File: config.mk
export PLATFORM = sky130hd
export DESIGN_NAME = cfg_i2c_regfile
export DESIGN_NICKNAME = d
export VERILOG_FILES = /design/src/rtl/i2c_cfg_pkg.sv /design/src/rtl/i2c_line_sync.sv /design/src/rtl/i2c_target_fsm.sv /design/src/rtl/trim_shift_chain.sv /design/src/rtl/cfg_reg_bank.sv /design/src/rtl/cfg_i2c_regfile.sv
export SDC_FILE = /design/constraint.sdc
export NUM_CORES = 2
export LEC_CHECK = 0
export BUFFER_PORTS_ARGS = -buffer_cell sky130_fd_sc_hd__buf_2
export CAP_MARGIN = 20
export CORE_AREA = 2 2 384 386
export CTS_CLUSTER_DIAMETER = 60
export CTS_CLUSTER_SIZE = 14
export DETAILED_ROUTE_END_ITERATION = 7
export DIE_AREA = 0 0 386 388
export PLACE_DENSITY = 0.51
export SKIP_CTS_REPAIR_TIMING = 1
export SLEW_MARGIN = 30
export SYNTH_ARGS = -nofsm -noshare
export SYNTH_HDL_FRONTEND = slang
export SYNTH_HIERARCHICAL = 1
export SYNTH_SLANG_ARGS = --single-unit
File: constraint.sdc
create_clock -name clk -period 9.2 [get_ports clk]
set_clock_uncertainty 0.2 [all_clocks]
set_input_delay 0.92 -clock clk [delete_from_list [all_inputs] [get_ports clk]]
set_output_delay 0.92 -clock clk [all_outputs]
set_load 0.05 [all_outputs]
File: src/rtl/i2c_cfg_pkg.sv
`timescale 1ns/1ps
// Package: shared sizes, register layout and the target state type.
// Assumes channel count is a multiple of 8 and trim length a multiple of 8.
package i2c_cfg_pkg;
    localparam int BYTE_W     = 8;
    localparam int CH_COUNT   = 128;
    localparam int TRIM_BITS  = 5;
    localparam int ADJ_COUNT  = 14;
    localparam int CFG_COUNT  = 10;
    localparam int STAT_COUNT = 3;

    localparam int MASK_COUNT = CH_COUNT / BYTE_W;
    localparam int TRIM_LEN   = CH_COUNT * TRIM_BITS;
    localparam int MASK_BASE  = 0;
    localparam int ADJ_BASE   = MASK_BASE + MASK_COUNT;
    localparam int CFG_BASE   = ADJ_BASE + ADJ_COUNT;
    localparam int STAT_BASE  = CFG_BASE + CFG_COUNT;
    localparam int TRIM_ADDR  = STAT_BASE + STAT_COUNT;
    localparam int REG_COUNT  = TRIM_ADDR + 1;

    localparam logic [BYTE_W-1:0] ADJ_RESET = 8'h80;
    localparam int MODE_IDX   = 0;
    localparam int PULSE_BIT  = 0;
    localparam int TRIG_BIT   = 1;

    typedef enum logic [2:0] {
        ST_IDLE,
        ST_ADDR,
        ST_ACK_ADDR,
        ST_WR,
        ST_ACK_WR,
        ST_RD,
        ST_RACK
    } tgt_state_e;
endpackage

File: src/rtl/i2c_line_sync.sv
`timescale 1ns/1ps
// Module: i2c_line_sync
// Brings SCL and SDA into the clock domain and flags bus events:
// SCL rising/falling edges, START (SDA falls while SCL high) and
// STOP (SDA rises while SCL high).
// Assumes: STAGES >= 2; each SCL phase lasts more than STAGES+2 clocks.
module i2c_line_sync #(
    parameter int STAGES = 2
) (
    input  logic clk,
    input  logic rst_n,
    input  logic scl_i,
    input  logic sda_i,
    output logic scl_s,
    output logic sda_s,
    output logic scl_rise,
    output logic scl_fall,
    output logic start_det,
    output logic stop_det
);
    logic [STAGES-1:0] scl_pipe;
    logic [STAGES-1:0] sda_pipe;
    logic              scl_d;
    logic              sda_d;

    // Purpose: synchronizer chains plus one delayed copy for edge detection.
    always_ff @(posedge clk) begin
        if (!rst_n) begin
            scl_pipe <= '1;
            sda_pipe <= '1;
            scl_d    <= 1'b1;
            sda_d    <= 1'b1;
        end else begin
            scl_pipe <= {scl_pipe[STAGES-2:0], scl_i};
            sda_pipe <= {sda_pipe[STAGES-2:0], sda_i};
            scl_d    <= scl_pipe[STAGES-1];
            sda_d    <= sda_pipe[STAGES-1];
        end
    end

    // Purpose: decode line events from current and previous samples.
    always_comb begin
        scl_s     = scl_pipe[STAGES-1];
        sda_s     = sda_pipe[STAGES-1];
        scl_rise  = scl_s & ~scl_d;
        scl_fall  = ~scl_s & scl_d;
        start_det = scl_s & scl_d & sda_d & ~sda_s;
        stop_det  = scl_s & scl_d & ~sda_d & sda_s;
    end
endmodule

File: src/rtl/i2c_target_fsm.sv
`timescale 1ns/1ps
// Module: i2c_target_fsm
// Byte-level target engine. Matches the address, ACKs, collects write
// bytes (first one tagged as pointer), serializes read bytes and samples
// the controller ACK. Emits one-cycle strobes to the register bank.
// Assumes: rd_data is valid combinationally for the current pointer.
module i2c_target_fsm
    import i2c_cfg_pkg::*;
#(
    parameter logic [6:0] DEV_ADDR = 7'h52
) (
    input  logic              clk,
    input  logic              rst_n,
    input  logic              scl_s,
    input  logic              sda_s,
    input  logic              scl_rise,
    input  logic              scl_fall,
    input  logic              start_det,
    input  logic              stop_det,
    input  logic [BYTE_W-1:0] rd_data,
    output logic              sda_oe,
    output logic              wr_stb,
    output logic              wr_is_ptr,
    output logic [BYTE_W-1:0] wr_byte,
    output logic              rd_pop
);
    tgt_state_e        state;
    logic [2:0]        bitcnt;
    logic [BYTE_W-1:0] shreg;
    logic [BYTE_W-1:0] txsh;
    logic              got8;
    logic              rd_mode;
    logic              ptr_phase;
    logic              mack;

    // Purpose: bus protocol sequencing, bit shifting and strobe generation.
    always_ff @(posedge clk) begin
        if (!rst_n) begin
            state     <= ST_IDLE;
            bitcnt    <= '0;
            shreg     <= '0;
            txsh      <= '0;
            got8      <= 1'b0;
            rd_mode   <= 1'b0;
            ptr_phase <= 1'b0;
            mack      <= 1'b0;
            sda_oe    <= 1'b0;
            wr_stb    <= 1'b0;
            wr_is_ptr <= 1'b0;
            wr_byte   <= '0;
            rd_pop    <= 1'b0;
        end else begin
            wr_stb <= 1'b0;
            rd_pop <= 1'b0;
            if (start_det) begin
                state  <= ST_ADDR;
                bitcnt <= '0;
                got8   <= 1'b0;
                sda_oe <= 1'b0;
            end else if (stop_det) begin
                state  <= ST_IDLE;
                got8   <= 1'b0;
                sda_oe <= 1'b0;
            end else begin
                case (state)
                    ST_ADDR, ST_WR: begin
                        if (scl_rise) begin
                            shreg  <= {shreg[BYTE_W-2:0], sda_s};
                            bitcnt <= bitcnt + 3'd1;
                            if (bitcnt == 3'd7) got8 <= 1'b1;
                        end else if (scl_fall && got8) begin
                            got8 <= 1'b0;
                            if (state == ST_ADDR) begin
                                if (shreg[7:1] == DEV_ADDR) begin
                                    sda_oe    <= 1'b1;
                                    rd_mode   <= shreg[0];
                                    ptr_phase <= ~shreg[0];
                                    state     <= ST_ACK_ADDR;
                                end else begin
                                    state <= ST_IDLE;
                                end
                            end else begin
                                wr_stb    <= 1'b1;
                                wr_is_ptr <= ptr_phase;
                                wr_byte   <= shreg;
                                ptr_phase <= 1'b0;
                                sda_oe    <= 1'b1;
                                state     <= ST_ACK_WR;
                            end
                        end
                    end
                    ST_ACK_ADDR: begin
                        if (scl_fall) begin
                            bitcnt <= '0;
                            if (rd_mode) begin
                                txsh   <= rd_data;
                                sda_oe <= ~rd_data[BYTE_W-1];
                                rd_pop <= 1'b1;
                                state  <= ST_RD;
                            end else begin
                                sda_oe <= 1'b0;
                                state  <= ST_WR;
                            end
                        end
                    end
                    ST_ACK_WR: begin
                        if (scl_fall) begin
                            sda_oe <= 1'b0;
                            bitcnt <= '0;
                            state  <= ST_WR;
                        end
                    end
                    ST_RD: begin
                        if (scl_fall) begin
                            if (bitcnt == 3'd7) begin
                                sda_oe <= 1'b0;
                                state  <= ST_RACK;
                            end else begin
                                txsh   <= {txsh[BYTE_W-2:0], 1'b0};
                                sda_oe <= ~txsh[BYTE_W-2];
                                bitcnt <= bitcnt + 3'd1;
                            end
                        end
                    end
                    ST_RACK: begin
                        if (scl_rise) begin
                            mack <= ~sda_s;
                        end else if (scl_fall) begin
                            if (mack) begin
                                txsh   <= rd_data;
                                sda_oe <= ~rd_data[BYTE_W-1];
                                rd_pop <= 1'b1;
                                bitcnt <= '0;
                                state  <= ST_RD;
                            end else begin
                                state <= ST_IDLE;
                            end
                        end
                    end
                    default: state <= ST_IDLE;
                endcase
            end
        end
    end

    AST_SDA_SCL_LOW: assert property (@(posedge clk) disable iff (!rst_n)
        !$stable(sda_oe) |-> !scl_s);
    AST_IDLE_RELEASED: assert property (@(posedge clk) disable iff (!rst_n)
        (state == ST_IDLE) |-> !sda_oe);
endmodule

File: src/rtl/trim_shift_chain.sv
`timescale 1ns/1ps
// Module: trim_shift_chain
// Long shift register for per-channel threshold trim. A load pushes a
// byte in at the bottom; a rotate moves the top byte to the bottom.
// Assumes: shift_en and rot_en are never both high (bank guarantees).
module trim_shift_chain #(
    parameter int LEN = 640,
    parameter int W   = 8
) (
    input  logic           clk,
    input  logic           rst_n,
    input  logic           shift_en,
    input  logic           rot_en,
    input  logic [W-1:0]   din,
    output logic [W-1:0]   head,
    output logic [LEN-1:0] vec
);
    // Purpose: chain storage with load-shift and rotate.
    always_ff @(posedge clk) begin
        if (!rst_n) begin
            vec <= '0;
        end else if (shift_en) begin
            vec <= {vec[LEN-W-1:0], din};
        end else if (rot_en) begin
            vec <= {vec[LEN-W-1:0], vec[LEN-1 -: W]};
        end
    end

    // Purpose: expose the eldest byte for reads.
    always_comb head = vec[LEN-1 -: W];

    AST_ROT_KEEPS_ONES: assert property (@(posedge clk) disable iff (!rst_n)
        (rot_en && !shift_en) |=> ($countones(vec) == $past($countones(vec))));
endmodule

File: src/rtl/cfg_reg_bank.sv
`timescale 1ns/1ps
// Module: cfg_reg_bank
// Register pointer, storage for mask/adjust/config bytes, status view,
// read mux and the trim chain. Pointer advances after each data byte
// except at the trim address, where it stays.
// Assumes: wr_stb and rd_pop are single-cycle and mutually exclusive.
module cfg_reg_bank
    import i2c_cfg_pkg::*;
(
    input  logic                           clk,
    input  logic                           rst_n,
    input  logic                           wr_stb,
    input  logic                           wr_is_ptr,
    input  logic [BYTE_W-1:0]              wr_byte,
    input  logic                           rd_pop,
    input  logic [STAT_COUNT*BYTE_W-1:0]   status_i,
    output logic [BYTE_W-1:0]              rd_data,
    output logic [MASK_COUNT*BYTE_W-1:0]   mask_flat,
    output logic [ADJ_COUNT*BYTE_W-1:0]    adj_flat,
    output logic [CFG_COUNT*BYTE_W-1:0]    cfg_flat,
    output logic [TRIM_LEN-1:0]            trim_vec
);
    localparam logic [BYTE_W-1:0] TRIM_A = BYTE_W'(TRIM_ADDR);
    localparam logic [BYTE_W-1:0] STAT_A = BYTE_W'(STAT_BASE);

    logic [BYTE_W-1:0] ptr_q;
    logic              data_we;
    logic              at_trim;
    logic              in_stat;
    logic [BYTE_W-1:0] trim_head;

    // Purpose: qualify strobes against the current pointer.
    always_comb begin
        data_we = wr_stb & ~wr_is_ptr;
        at_trim = (ptr_q == TRIM_A);
        in_stat = (ptr_q >= STAT_A) && (ptr_q < TRIM_A);
    end

    // Purpose: pointer load and auto-advance.
    always_ff @(posedge clk) begin
        if (!rst_n) begin
            ptr_q <= '0;
        end else if (wr_stb && wr_is_ptr) begin
            ptr_q <= wr_byte;
        end else if ((data_we || rd_pop) && !at_trim) begin
            ptr_q <= ptr_q + 8'd1;
        end
    end

    for (genvar i = 0; i < MASK_COUNT; i++) begin : g_mask
        logic [BYTE_W-1:0] q;
        // Purpose: one channel-mask byte.
        always_ff @(posedge clk) begin
            if (!rst_n) q <= '0;
            else if (data_we && ptr_q == BYTE_W'(MASK_BASE + i)) q <= wr_byte;
        end
        assign mask_flat[i*BYTE_W +: BYTE_W] = q;
    end

    for (genvar i = 0; i < ADJ_COUNT; i++) begin : g_adj
        logic [BYTE_W-1:0] q;
        // Purpose: one bias-adjust byte, mid-scale after reset.
        always_ff @(posedge clk) begin
            if (!rst_n) q <= ADJ_RESET;
            else if (data_we && ptr_q == BYTE_W'(ADJ_BASE + i)) q <= wr_byte;
        end
        assign adj_flat[i*BYTE_W +: BYTE_W] = q;
    end

    for (genvar i = 0; i < CFG_COUNT; i++) begin : g_cfg
        logic [BYTE_W-1:0] q;
        // Purpose: one configuration byte, normal mode after reset.
        always_ff @(posedge clk) begin
            if (!rst_n) q <= '0;
            else if (data_we && ptr_q == BYTE_W'(CFG_BASE + i)) q <= wr_byte;
        end
        assign cfg_flat[i*BYTE_W +: BYTE_W] = q;
    end

    trim_shift_chain #(
        .LEN (TRIM_LEN),
        .W   (BYTE_W)
    ) trim_i (
        .clk      (clk),
        .rst_n    (rst_n),
        .shift_en (data_we && at_trim),
        .rot_en   (rd_pop && at_trim),
        .din      (wr_byte),
        .head     (trim_head),
        .vec      (trim_vec)
    );

    // Purpose: read data selection for the current pointer.
    always_comb begin
        rd_data = '0;
        for (int i = 0; i < MASK_COUNT; i++)
            if (ptr_q == BYTE_W'(MASK_BASE + i)) rd_data = mask_flat[i*BYTE_W +: BYTE_W];
        for (int i = 0; i < ADJ_COUNT; i++)
            if (ptr_q == BYTE_W'(ADJ_BASE + i)) rd_data = adj_flat[i*BYTE_W +: BYTE_W];
        for (int i = 0; i < CFG_COUNT; i++)
            if (ptr_q == BYTE_W'(CFG_BASE + i)) rd_data = cfg_flat[i*BYTE_W +: BYTE_W];
        for (int i = 0; i < STAT_COUNT; i++)
            if (ptr_q == BYTE_W'(STAT_BASE + i)) rd_data = status_i[i*BYTE_W +: BYTE_W];
        if (at_trim) rd_data = trim_head;
    end

    AST_PTR_LOAD: assert property (@(posedge clk) disable iff (!rst_n)
        (wr_stb && wr_is_ptr) |=> (ptr_q == $past(wr_byte)));
    AST_TRIM_PTR_HOLD: assert property (@(posedge clk) disable iff (!rst_n)
        ((data_we || rd_pop) && at_trim) |=> (ptr_q == TRIM_A));
    AST_STATUS_NO_STORE: assert property (@(posedge clk) disable iff (!rst_n)
        (data_we && in_stat) |=> ($stable(mask_flat) && $stable(adj_flat)
                                  && $stable(cfg_flat) && $stable(trim_vec)));
endmodule

File: src/rtl/cfg_i2c_regfile.sv
`timescale 1ns/1ps
// Module: cfg_i2c_regfile (top)
// Serial-bus configuration register file for a 128-channel front end:
// line synchronizer, byte engine and register bank.
// Assumes: SCL high and low phases each exceed SYNC_STAGES+2 clocks;
// sda_i is the wired-AND bus level including this block's own pull-down.
module cfg_i2c_regfile
    import i2c_cfg_pkg::*;
#(
    parameter logic [6:0] DEV_ADDR    = 7'h52,
    parameter int         SYNC_STAGES = 2
) (
    input  logic                         clk,
    input  logic                         rst_n,
    input  logic                         scl_i,
    input  logic                         sda_i,
    output logic                         sda_oe_o,
    input  logic [STAT_COUNT*BYTE_W-1:0] status_i,
    output logic [CH_COUNT-1:0]          chan_disable_o,
    output logic [ADJ_COUNT*BYTE_W-1:0]  adj_o,
    output logic [CFG_COUNT*BYTE_W-1:0]  cfg_o,
    output logic                         test_pulse_en_o,
    output logic                         test_trig_en_o,
    output logic [TRIM_LEN-1:0]          trim_o
);
    logic              scl_s, sda_s, scl_rise, scl_fall, start_det, stop_det;
    logic              wr_stb, wr_is_ptr, rd_pop;
    logic [BYTE_W-1:0] wr_byte, rd_data;

    i2c_line_sync #(
        .STAGES (SYNC_STAGES)
    ) sync_i (
        .clk       (clk),
        .rst_n     (rst_n),
        .scl_i     (scl_i),
        .sda_i     (sda_i),
        .scl_s     (scl_s),
        .sda_s     (sda_s),
        .scl_rise  (scl_rise),
        .scl_fall  (scl_fall),
        .start_det (start_det),
        .stop_det  (stop_det)
    );

    i2c_target_fsm #(
        .DEV_ADDR (DEV_ADDR)
    ) fsm_i (
        .clk       (clk),
        .rst_n     (rst_n),
        .scl_s     (scl_s),
        .sda_s     (sda_s),
        .scl_rise  (scl_rise),
        .scl_fall  (scl_fall),
        .start_det (start_det),
        .stop_det  (stop_det),
        .rd_data   (rd_data),
        .sda_oe    (sda_oe_o),
        .wr_stb    (wr_stb),
        .wr_is_ptr (wr_is_ptr),
        .wr_byte   (wr_byte),
        .rd_pop    (rd_pop)
    );

    cfg_reg_bank bank_i (
        .clk       (clk),
        .rst_n     (rst_n),
        .wr_stb    (wr_stb),
        .wr_is_ptr (wr_is_ptr),
        .wr_byte   (wr_byte),
        .rd_pop    (rd_pop),
        .status_i  (status_i),
        .rd_data   (rd_data),
        .mask_flat (chan_disable_o),
        .adj_flat  (adj_o),
        .cfg_flat  (cfg_o),
        .trim_vec  (trim_o)
    );

    // Purpose: mode bits taken from the mode configuration byte.
    always_comb begin
        test_pulse_en_o = cfg_o[MODE_IDX*BYTE_W + PULSE_BIT];
        test_trig_en_o  = cfg_o[MODE_IDX*BYTE_W + TRIG_BIT];
    end
endmodule

Word level (Yosys, flattened, before mapping)
Cells that the tools add are included.
- reduce and logical (&&, ||, !) cells: 70
- bitwise operators: 23
- mux-type cells: 104
- add/sub/neg operators: 2
- eq/ne operators: 75
- operators with widths (kind ; number):
    2-to-1 mux 640 bit ; 2
    2-to-1 mux 8 bit ; 46
    equality test 8 x 5 -> 1 bit, second input constant ; 16
    equality test 8 x 6 -> 1 bit, second input constant ; 12
    equality test 8 x 4 -> 1 bit, second input constant ; 8
    2-to-1 mux 3 bit ; 18
    2-to-1 mux 7 bit ; 7
    logical AND 1 bit ; 45
    equality test 8 x 3 -> 1 bit, second input constant ; 4
    2-to-1 mux 1 bit ; 25
    inequality test 4 x 1 -> 1 bit, second input constant ; 6
    one-hot mux 7 bit (3 select lines) ; 1
    inequality test 2 x 1 -> 1 bit, second input constant ; 10
    AND reduction 10 bit ; 2
    equality test 8 x 2 -> 1 bit, second input constant ; 2
    AND reduction 8 bit ; 2
    inverter 1 bit ; 15
    one-hot mux 3 bit (5 select lines) ; 1
    equality test 3 bit, second input constant ; 4
    one-hot mux 3 bit (4 select lines) ; 1
    AND reduction 6 bit ; 2
    inequality test 2 bit, second input constant ; 5
    AND reduction 9 bit ; 1
    adder 8 x 1 -> 8 bit, second input constant ; 1
    other kinds (24) ; 38
- flip-flop bits (word level): 1011
- input bits: 28

Depth between registers and ports, before layout
- depth after elaboration: 50
- gate-level depth with buffers: 15
- mapped depth without buffers: 12

Hierarchy
Netlist, hierarchy kept.
- modules (own cells, without submodules) (module ; cells an instance ; area an instance (sq um) ; instances ; seq. area each (sq um)):
    trim_shift_chain ; 2922 ; 26545.5 ; 1 ; 12812.3
    cfg_reg_bank ; 2265 ; 16321.9 ; 1 ; 6566.3
    i2c_target_fsm ; 221 ; 1949.4 ; 1 ; 740.7
    i2c_line_sync ; 16 ; 190.2 ; 1 ; 120.1
    cfg_i2c_regfile ; 2 ; 15.0 ; 1 ; 0.0

Least setup slack after synthesis
Ideal clock, no wire load.
- path kind: register to register
- from: reg bank_i.ptr_q[0]
- to: reg fsm_i.sda_oe
- data arrival time: 2.665 ns
- data required time: 8.928 ns
- stages on the path, launching flop included: 15
- buffers on the path: 2
- slack: 6.264 ns
- cells stage by stage: dfxtp_1 -> inv_1 -> ha_1 -> buf_2 -> and3b_1 -> clkbuf_1 -> a22o_1 -> o31ai_1 -> o41ai_1 -> a311o_1 -> a2111oi_2 -> nor3_1 -> o21ai_0 -> nand3_1 -> mux2i_1
- word-level cells in the longest chain between the ends: 50
- ends and longest elaborated chain (item ; line ; RTL):
    from (decl) ; cfg_reg_bank.sv:26 ; logic [BYTE_W-1:0] ptr_q;
    from (signal assigned) ; cfg_reg_bank.sv:44 ; ptr_q <= wr_byte;
    from (signal assigned) ; cfg_reg_bank.sv:46 ; ptr_q <= ptr_q + 8'd1;
    logical NOT 8 bit ; cfg_reg_bank.sv:97 ; if (ptr_q == BYTE_W'(MASK_BASE + i)) rd_data = mask_flat[i*BYTE_W +: BYTE_W];
    2-to-1 mux 8 bit (16 in a row) ; cfg_reg_bank.sv:97 ;
    2-to-1 mux 8 bit (14 in a row) ; cfg_reg_bank.sv:99 ; if (ptr_q == BYTE_W'(ADJ_BASE + i)) rd_data = adj_flat[i*BYTE_W +: BYTE_W];
    2-to-1 mux 8 bit (10 in a row) ; cfg_reg_bank.sv:101 ; if (ptr_q == BYTE_W'(CFG_BASE + i)) rd_data = cfg_flat[i*BYTE_W +: BYTE_W];
    2-to-1 mux 8 bit (3 in a row) ; cfg_reg_bank.sv:103 ; if (ptr_q == BYTE_W'(STAT_BASE + i)) rd_data = status_i[i*BYTE_W +: BYTE_W];
    2-to-1 mux 8 bit (*) ; cfg_reg_bank.sv:104 ; if (at_trim) rd_data = trim_head;
    via rd_data[7] ; cfg_i2c_regfile.sv:28 ; logic [BYTE_W-1:0] wr_byte, rd_data;
    inverter 1 bit (*) ; i2c_target_fsm.sv:97, i2c_target_fsm.sv:131 ;
    2-to-1 mux 1 bit ; i2c_target_fsm.sv:129 ; if (mack) begin
    2-to-1 mux 1 bit ; i2c_target_fsm.sv:128 ; end else if (scl_fall) begin
    2-to-1 mux 1 bit ; i2c_target_fsm.sv:126 ; if (scl_rise) begin
    one-hot mux 1 bit (5 select lines) (*) ; i2c_target_fsm.sv:65 ; case (state)
    to (signal assigned) ; i2c_target_fsm.sv:97 ; sda_oe <= ~rd_data[BYTE_W-1];
    to (signal assigned) ; i2c_target_fsm.sv:120 ; sda_oe <= ~txsh[BYTE_W-2];
    to (signal assigned) ; i2c_target_fsm.sv:131 ; sda_oe <= ~rd_data[BYTE_W-1];
    to (decl) ; i2c_target_fsm.sv:21 ; output logic sda_oe,
Mark *: on every way through the listed nets, which the timed path passes. The rest lies on a longest branch. The select of a mux whose other input is x is not followed.
A chain may end at the register's enable or synchronous reset.

Worst setup path in the final report
- from: reg bank_i.ptr_q[1]
- to: reg fsm_i.txsh[2]
- word-level cells in the longest chain between the ends: 49
- ends and longest elaborated chain (item ; line ; RTL):
    logical NOT 8 bit ; cfg_reg_bank.sv:97 ;
    2-to-1 mux 8 bit (16 in a row) ; cfg_reg_bank.sv:97 ;
    2-to-1 mux 8 bit (14 in a row) ; cfg_reg_bank.sv:99 ;
    2-to-1 mux 8 bit (10 in a row) ; cfg_reg_bank.sv:101 ;
    2-to-1 mux 8 bit (3 in a row) ; cfg_reg_bank.sv:103 ;
    2-to-1 mux 8 bit (*) ; cfg_reg_bank.sv:104 ;
    via rd_data[2] ; cfg_i2c_regfile.sv:28 ;
    2-to-1 mux 7 bit ; i2c_target_fsm.sv:129 ;
    2-to-1 mux 7 bit ; i2c_target_fsm.sv:128 ;
    2-to-1 mux 7 bit ; i2c_target_fsm.sv:126 ;
    one-hot mux 7 bit (3 select lines) (*) ; i2c_target_fsm.sv:65 ;
    to (signal assigned) ; i2c_target_fsm.sv:96 ; txsh <= rd_data;
    to (signal assigned) ; i2c_target_fsm.sv:119 ; txsh <= {txsh[BYTE_W-2:0], 1'b0};
    to (signal assigned) ; i2c_target_fsm.sv:130 ; txsh <= rd_data;
    to (decl) ; i2c_target_fsm.sv:30 ; logic [BYTE_W-1:0] txsh;
Marked as above.

==> results.md <==
- The run finished with clean final reports.
- The final-report setup violation count is 0.
- The first TritonRoute pass finished after 6 iterations.
- The count of final hold-check violations is 0.
- In this run the clock root is driven by a sky130_fd_sc_hd__clkbuf_16.
- The launch instance of the worst min-delay path is sync_i/sda_pipe[0]$_SDFF_PN1_.
- Of the cells placed in the final design, the portion with a size suffix greater than 1 is 25.25%.
- The total number of vias is 44.47k.
- After layout, the worst path uses 50.82% of the clock period.
- The worst max-slew margin expressed relative to the limit is 30.53%.
- The setup TNS after final layout is 0 ps.
- Clock latency on the worst-skew pair, taken at its later pin, is 740 ps.
- In this run the deepest clock path goes through 3 buffers.
- The final layout contains 6064 nets.
- Setup repair after global routing left no endpoint under its margin.
- The slew at the pin closest to its max-slew limit is 1038 ps.
- The setup check on the worst reg-to-reg path leaves a slack of 4520 ps.
- Total power for the finished layout comes to 9099 µW.
- The clock tree from TritonCTS is done.
- In this run the tool buffered the top-level ports with 990 buffer cells.
- The number of clock sinks seen by CTS is 1011.
- The hold path endpoint is sync_i/sda_pipe[1]$_SDFF_PN1_.
- The startpoint type of the worst setup path is a register.
- Summed over all layers, the routed wires come to 211900 µm.
- The congestion estimate from routability-driven global placement came to 0.9897.
- The die extent in y is 388 µm.
- The number of synthesized flops with an enable pin is 0.
- When the netlist entered floorplanning its net count stood at 5461.
- The post-synthesis instance total is 5426.
- In this run, distinct cell masters in the synthesized netlist total 102.
- The achievable frequency is 213.9 MHz.
- Subtracting the final worst setup slack from the clock period gives 4676 ps.
- Setup slack closes at 4524 ps.
- The total overflow reported by the global router is 0.
- The kind of cell with the highest combined delay on the critical path is compound AO/OA/AOI/OAI gates.
- The sum of buffers and inverters on the critical path is 3.
- The path class of the lowest-slack min-delay path is register to register.
- The fraction of synthesis flops using an asynchronous set or reset pin is 0%.
- The die width is 386 µm.
- The number of buffers inserted during clock tree synthesis is 106.
- The number of cells on the worst hold path is 1.
- The H-tree was split into 3 levels.
- Sequential elements use 44.95% of the synthesized area.
- The initialized floorplan defines 140 standard-cell rows.
- The initial cell density of the core is 31.00%.
- The reg-to-reg endpoint is fsm_i/txsh[2]$_SDFFE_PN0P_.
- The total routing resource utilization after global routing is 26.61%.
- The analysis attributes to cell leakage a power of 0.02061 µW.
- The register clock-pin slew on the reported worst setup and hold paths is 60 ps.
- Once detailed placement completed, the half-perimeter wirelength came to 151900 µm.
- The region available for standard cell placement spans 145200 µm².
- The area of the die is 149800 µm².
- The via count of the first global-routing pass is 39.69k.
- The post-synthesis cell area is 45020 µm².
- The peak supply drop is 0.1463 mV.
- Each instance of the synthesized netlist takes up on average 8.297 µm².
- The count of max-cap constraint violations is 0.
- Among all stages on the critical path, the largest delay is contributed by sky130_fd_sc_hd__nand3b_1.
- The filler cells instantiated in the layout total 15.19k.
- The per-cell via count in the routed design is 5.539.
- Cells fill 37.37% of the core in the end.
- The mean routed wirelength per cell is 26.40 µm.
- The number of antenna violations at the first check in global routing is 5.
- The yosys synthesis warning count is 6.
- The worst register-to-register path has a depth of 13.
- The signal on the critical path passes through inv_1 -> ha_2 -> buf_4 -> nand3b_1 -> buf_4 -> nand2_1 -> o22ai_1 -> o32ai_1 -> o21ai_0 -> a21oi_1 -> o31a_1 -> nand2_1 -> a311oi_1.
- The first global-routing pass estimated 297500 µm of wire.
- Relative to the synthesized area, the layout overhead comes to 20.53%.
- The worst setup timing slack at the placement stage is 4726 ps.
- Once detail routing completed, the nets flagged for antenna violations numbered 0.
- The largest net degree at the start of global routing is 322.
- The startpoint of the worst register-to-register path is bank_i/ptr_q[1]$_SDFFE_PN0P_.
- Synthesis inferred 1011 register bits.
- STA classifies the critical path endpoint as a register.
- The worst endpoint data arrival time is 5090 ps.
- 991 I/O pins were placed.
- For this block, the initial DRC count from the detailed router was 4165.
- The power per cell area is 167.7 nW/µm².
- The total count of max-transition violations in the final report came to 0.
- Among all flip-flop cells after synthesis, the most frequent one is sky130_fd_sc_hd__dfxtp_1.
- The DRC violation count after routing is 0.
- The largest single stage delay on the critical path is 700 ps.
- The highest net fanout along the worst path is 49.
- The critical setup path kind is register to register.
- The critical path required time is 9610 ps.
[routing by layer]
metal	wire length, µm	track usage (%)	share of wire [%]	vias to the layer above
li1	-	-	-	20660
met1	84830	33.20	40	21550
met2	98850	43.38	47	1854
met3	17770	6.383	8.4	397
met4	10430	11.47	4.9	6
met5	41	0	0.019	-
[power by group]
group | switching (µW) | internal [µW] | leakage (µW)
Combinational | 118 | 27.6 | 0.0107
Clock | 2040 | 2530 | 0.00177
Sequential | 5.98 | 4380 | 0.00815
Total | 2170 | 6930 | 0.0206
[final cells by class]
type | count | area [µm²] | area share, %
clock buffers | 130 | 2884 | 5.315
well taps | 1917 | 2399 | 4.420
diodes | 3 | 7.507 | 0.01383
flip-flops and latches | 1011 | 20270 | 37.35
clock inverters | 56 | 753.2 | 1.388
inverters | 12 | 65.06 | 0.1199
repair buffers | 1056 | 5669 | 10.45
multi-input cells | 3842 | 22220 | 40.94
[placed cells by master, fill, tap and decap left out, types with 8 or more instances in the layout]
cell and n:
sky130_fd_sc_hd__dfxtp_1 1003, sky130_fd_sc_hd__and3_1 15, sky130_fd_sc_hd__nor2_1 172, sky130_fd_sc_hd__a2111oi_0 13, sky130_fd_sc_hd__a211oi_1 30, sky130_fd_sc_hd__clkbuf_8 12
sky130_fd_sc_hd__a31oi_1 21, sky130_fd_sc_hd__a22oi_1 13, sky130_fd_sc_hd__dfxtp_4 8, sky130_fd_sc_hd__a311oi_1 8, sky130_fd_sc_hd__o221ai_1 16, sky130_fd_sc_hd__nand2_1 711
sky130_fd_sc_hd__clkbuf_16 107, sky130_fd_sc_hd__o211ai_1 19, sky130_fd_sc_hd__o22ai_1 37, sky130_fd_sc_hd__or3b_1 393, sky130_fd_sc_hd__or3b_2 243, sky130_fd_sc_hd__inv_6 10
sky130_fd_sc_hd__a221oi_1 33, sky130_fd_sc_hd__nor3_1 33, sky130_fd_sc_hd__nor2b_1 19, sky130_fd_sc_hd__buf_2 990, sky130_fd_sc_hd__o21ai_0 753, sky130_fd_sc_hd__nand2b_1 24
sky130_fd_sc_hd__clkinv_2 9, sky130_fd_sc_hd__mux2i_1 38, sky130_fd_sc_hd__clkbuf_1 11, sky130_fd_sc_hd__nand3_1 50, sky130_fd_sc_hd__a21oi_1 991, sky130_fd_sc_hd__nand3b_1 17
sky130_fd_sc_hd__buf_4 50, sky130_fd_sc_hd__and3b_1 9, sky130_fd_sc_hd__bufinv_16 9, sky130_fd_sc_hd__a221o_1 10
[cell usage after synthesis (21+ instances only)]
cell type / count / area share [%]
sky130_fd_sc_hd__a211oi_1: 30 / 0.50
sky130_fd_sc_hd__a21oi_1: 991 / 11
sky130_fd_sc_hd__a221oi_1: 33 / 0.64
sky130_fd_sc_hd__a31oi_1: 21 / 0.29
sky130_fd_sc_hd__buf_2: 52 / 0.58
sky130_fd_sc_hd__buf_6: 44 / 1.1
sky130_fd_sc_hd__clkbuf_1: 436 / 3.6
sky130_fd_sc_hd__dfxtp_1: 1011 / 45
sky130_fd_sc_hd__mux2i_1: 38 / 0.84
sky130_fd_sc_hd__nand2_1: 712 / 5.9
sky130_fd_sc_hd__nand2b_1: 24 / 0.33
sky130_fd_sc_hd__nand3_1: 50 / 0.56
sky130_fd_sc_hd__nor2_1: 174 / 1.5
sky130_fd_sc_hd__nor3_1: 33 / 0.37
sky130_fd_sc_hd__o21ai_0: 753 / 8.4
sky130_fd_sc_hd__o22ai_1: 37 / 0.51
sky130_fd_sc_hd__or3b_1: 393 / 7.6
sky130_fd_sc_hd__or3b_2: 243 / 4.7
[stage by stage]
step,instance area [µm²],cells,hold WS [ps]
2_1_floorplan,45020,5426,186.3
3_3_place_gp,50410,7831,204.8
3_5_place_dp,50450,7832,211.8
4_1_cts,54090,8018,192.1
5_1_grt,54260,8024,210.4
6_report,54270,8027,216.7
[how the worst max path moves through the flow]
stage,start,cells after the start,endpoint
global placement,bank_i/ptr_q[0]$_SDFFE_PN0P_,13,fsm_i/sda_oe$_SDFFE_PP0P_
CTS,bank_i/ptr_q[0]$_SDFFE_PN0P_,13,fsm_i/sda_oe$_SDFFE_PP0P_
finish,bank_i/ptr_q[1]$_SDFFE_PN0P_,13,fsm_i/txsh[2]$_SDFFE_PN0P_
detailed placement,bank_i/ptr_q[0]$_SDFFE_PN0P_,13,fsm_i/sda_oe$_SDFFE_PP0P_
global route,bank_i/ptr_q[5]$_SDFFE_PN0P_,10,bank_i/trim_i/vec[341]$_SDFFE_PN0P_
floorplan,bank_i/ptr_q[0]$_SDFFE_PN0P_,14,fsm_i/sda_oe$_SDFFE_PP0P_
[flip-flops by register name (all words and copies together), names as in the netlist, 2 cells and up]
name	flops
bank_i/trim_i/vec	640
bank_i/g_mask.q	128
bank_i/g_adj.q	112
bank_i/g_cfg.q	80
bank_i/ptr_q	8
fsm_i/shreg	8
fsm_i/wr_byte	8
fsm_i/txsh	7
fsm_i/bitcnt	3
fsm_i/state	3
sync_i/scl_pipe	2
sync_i/sda_pipe	2
[worst reg2reg max path: cells and delay by family (launching register included)]
kind / cells / cell delay [ps]
AO/OA/AOI/OAI: 6 / 1740
AND/OR/NAND/NOR: 3 / 1060
buffers and inverters: 3 / 1050
flip-flops: 1 / 350
adder cells (fa/ha/maj): 1 / 180
[kinds of logic after synthesis]
kind of cell | count (synthesis) | synth area share, %
AND/OR/NAND/NOR | 1758 | 23.36
adder cells (fa/ha/maj) | 7 | 0.1945
flip-flops | 1011 | 44.95
XOR/XNOR | 6 | 0.1167
AO/OA/AOI/OAI | 2033 | 24.71
multiplexers | 38 | 0.8448
buffers and inverters | 573 | 5.814
No activity file was read; power rests on OpenSTA's default activity.
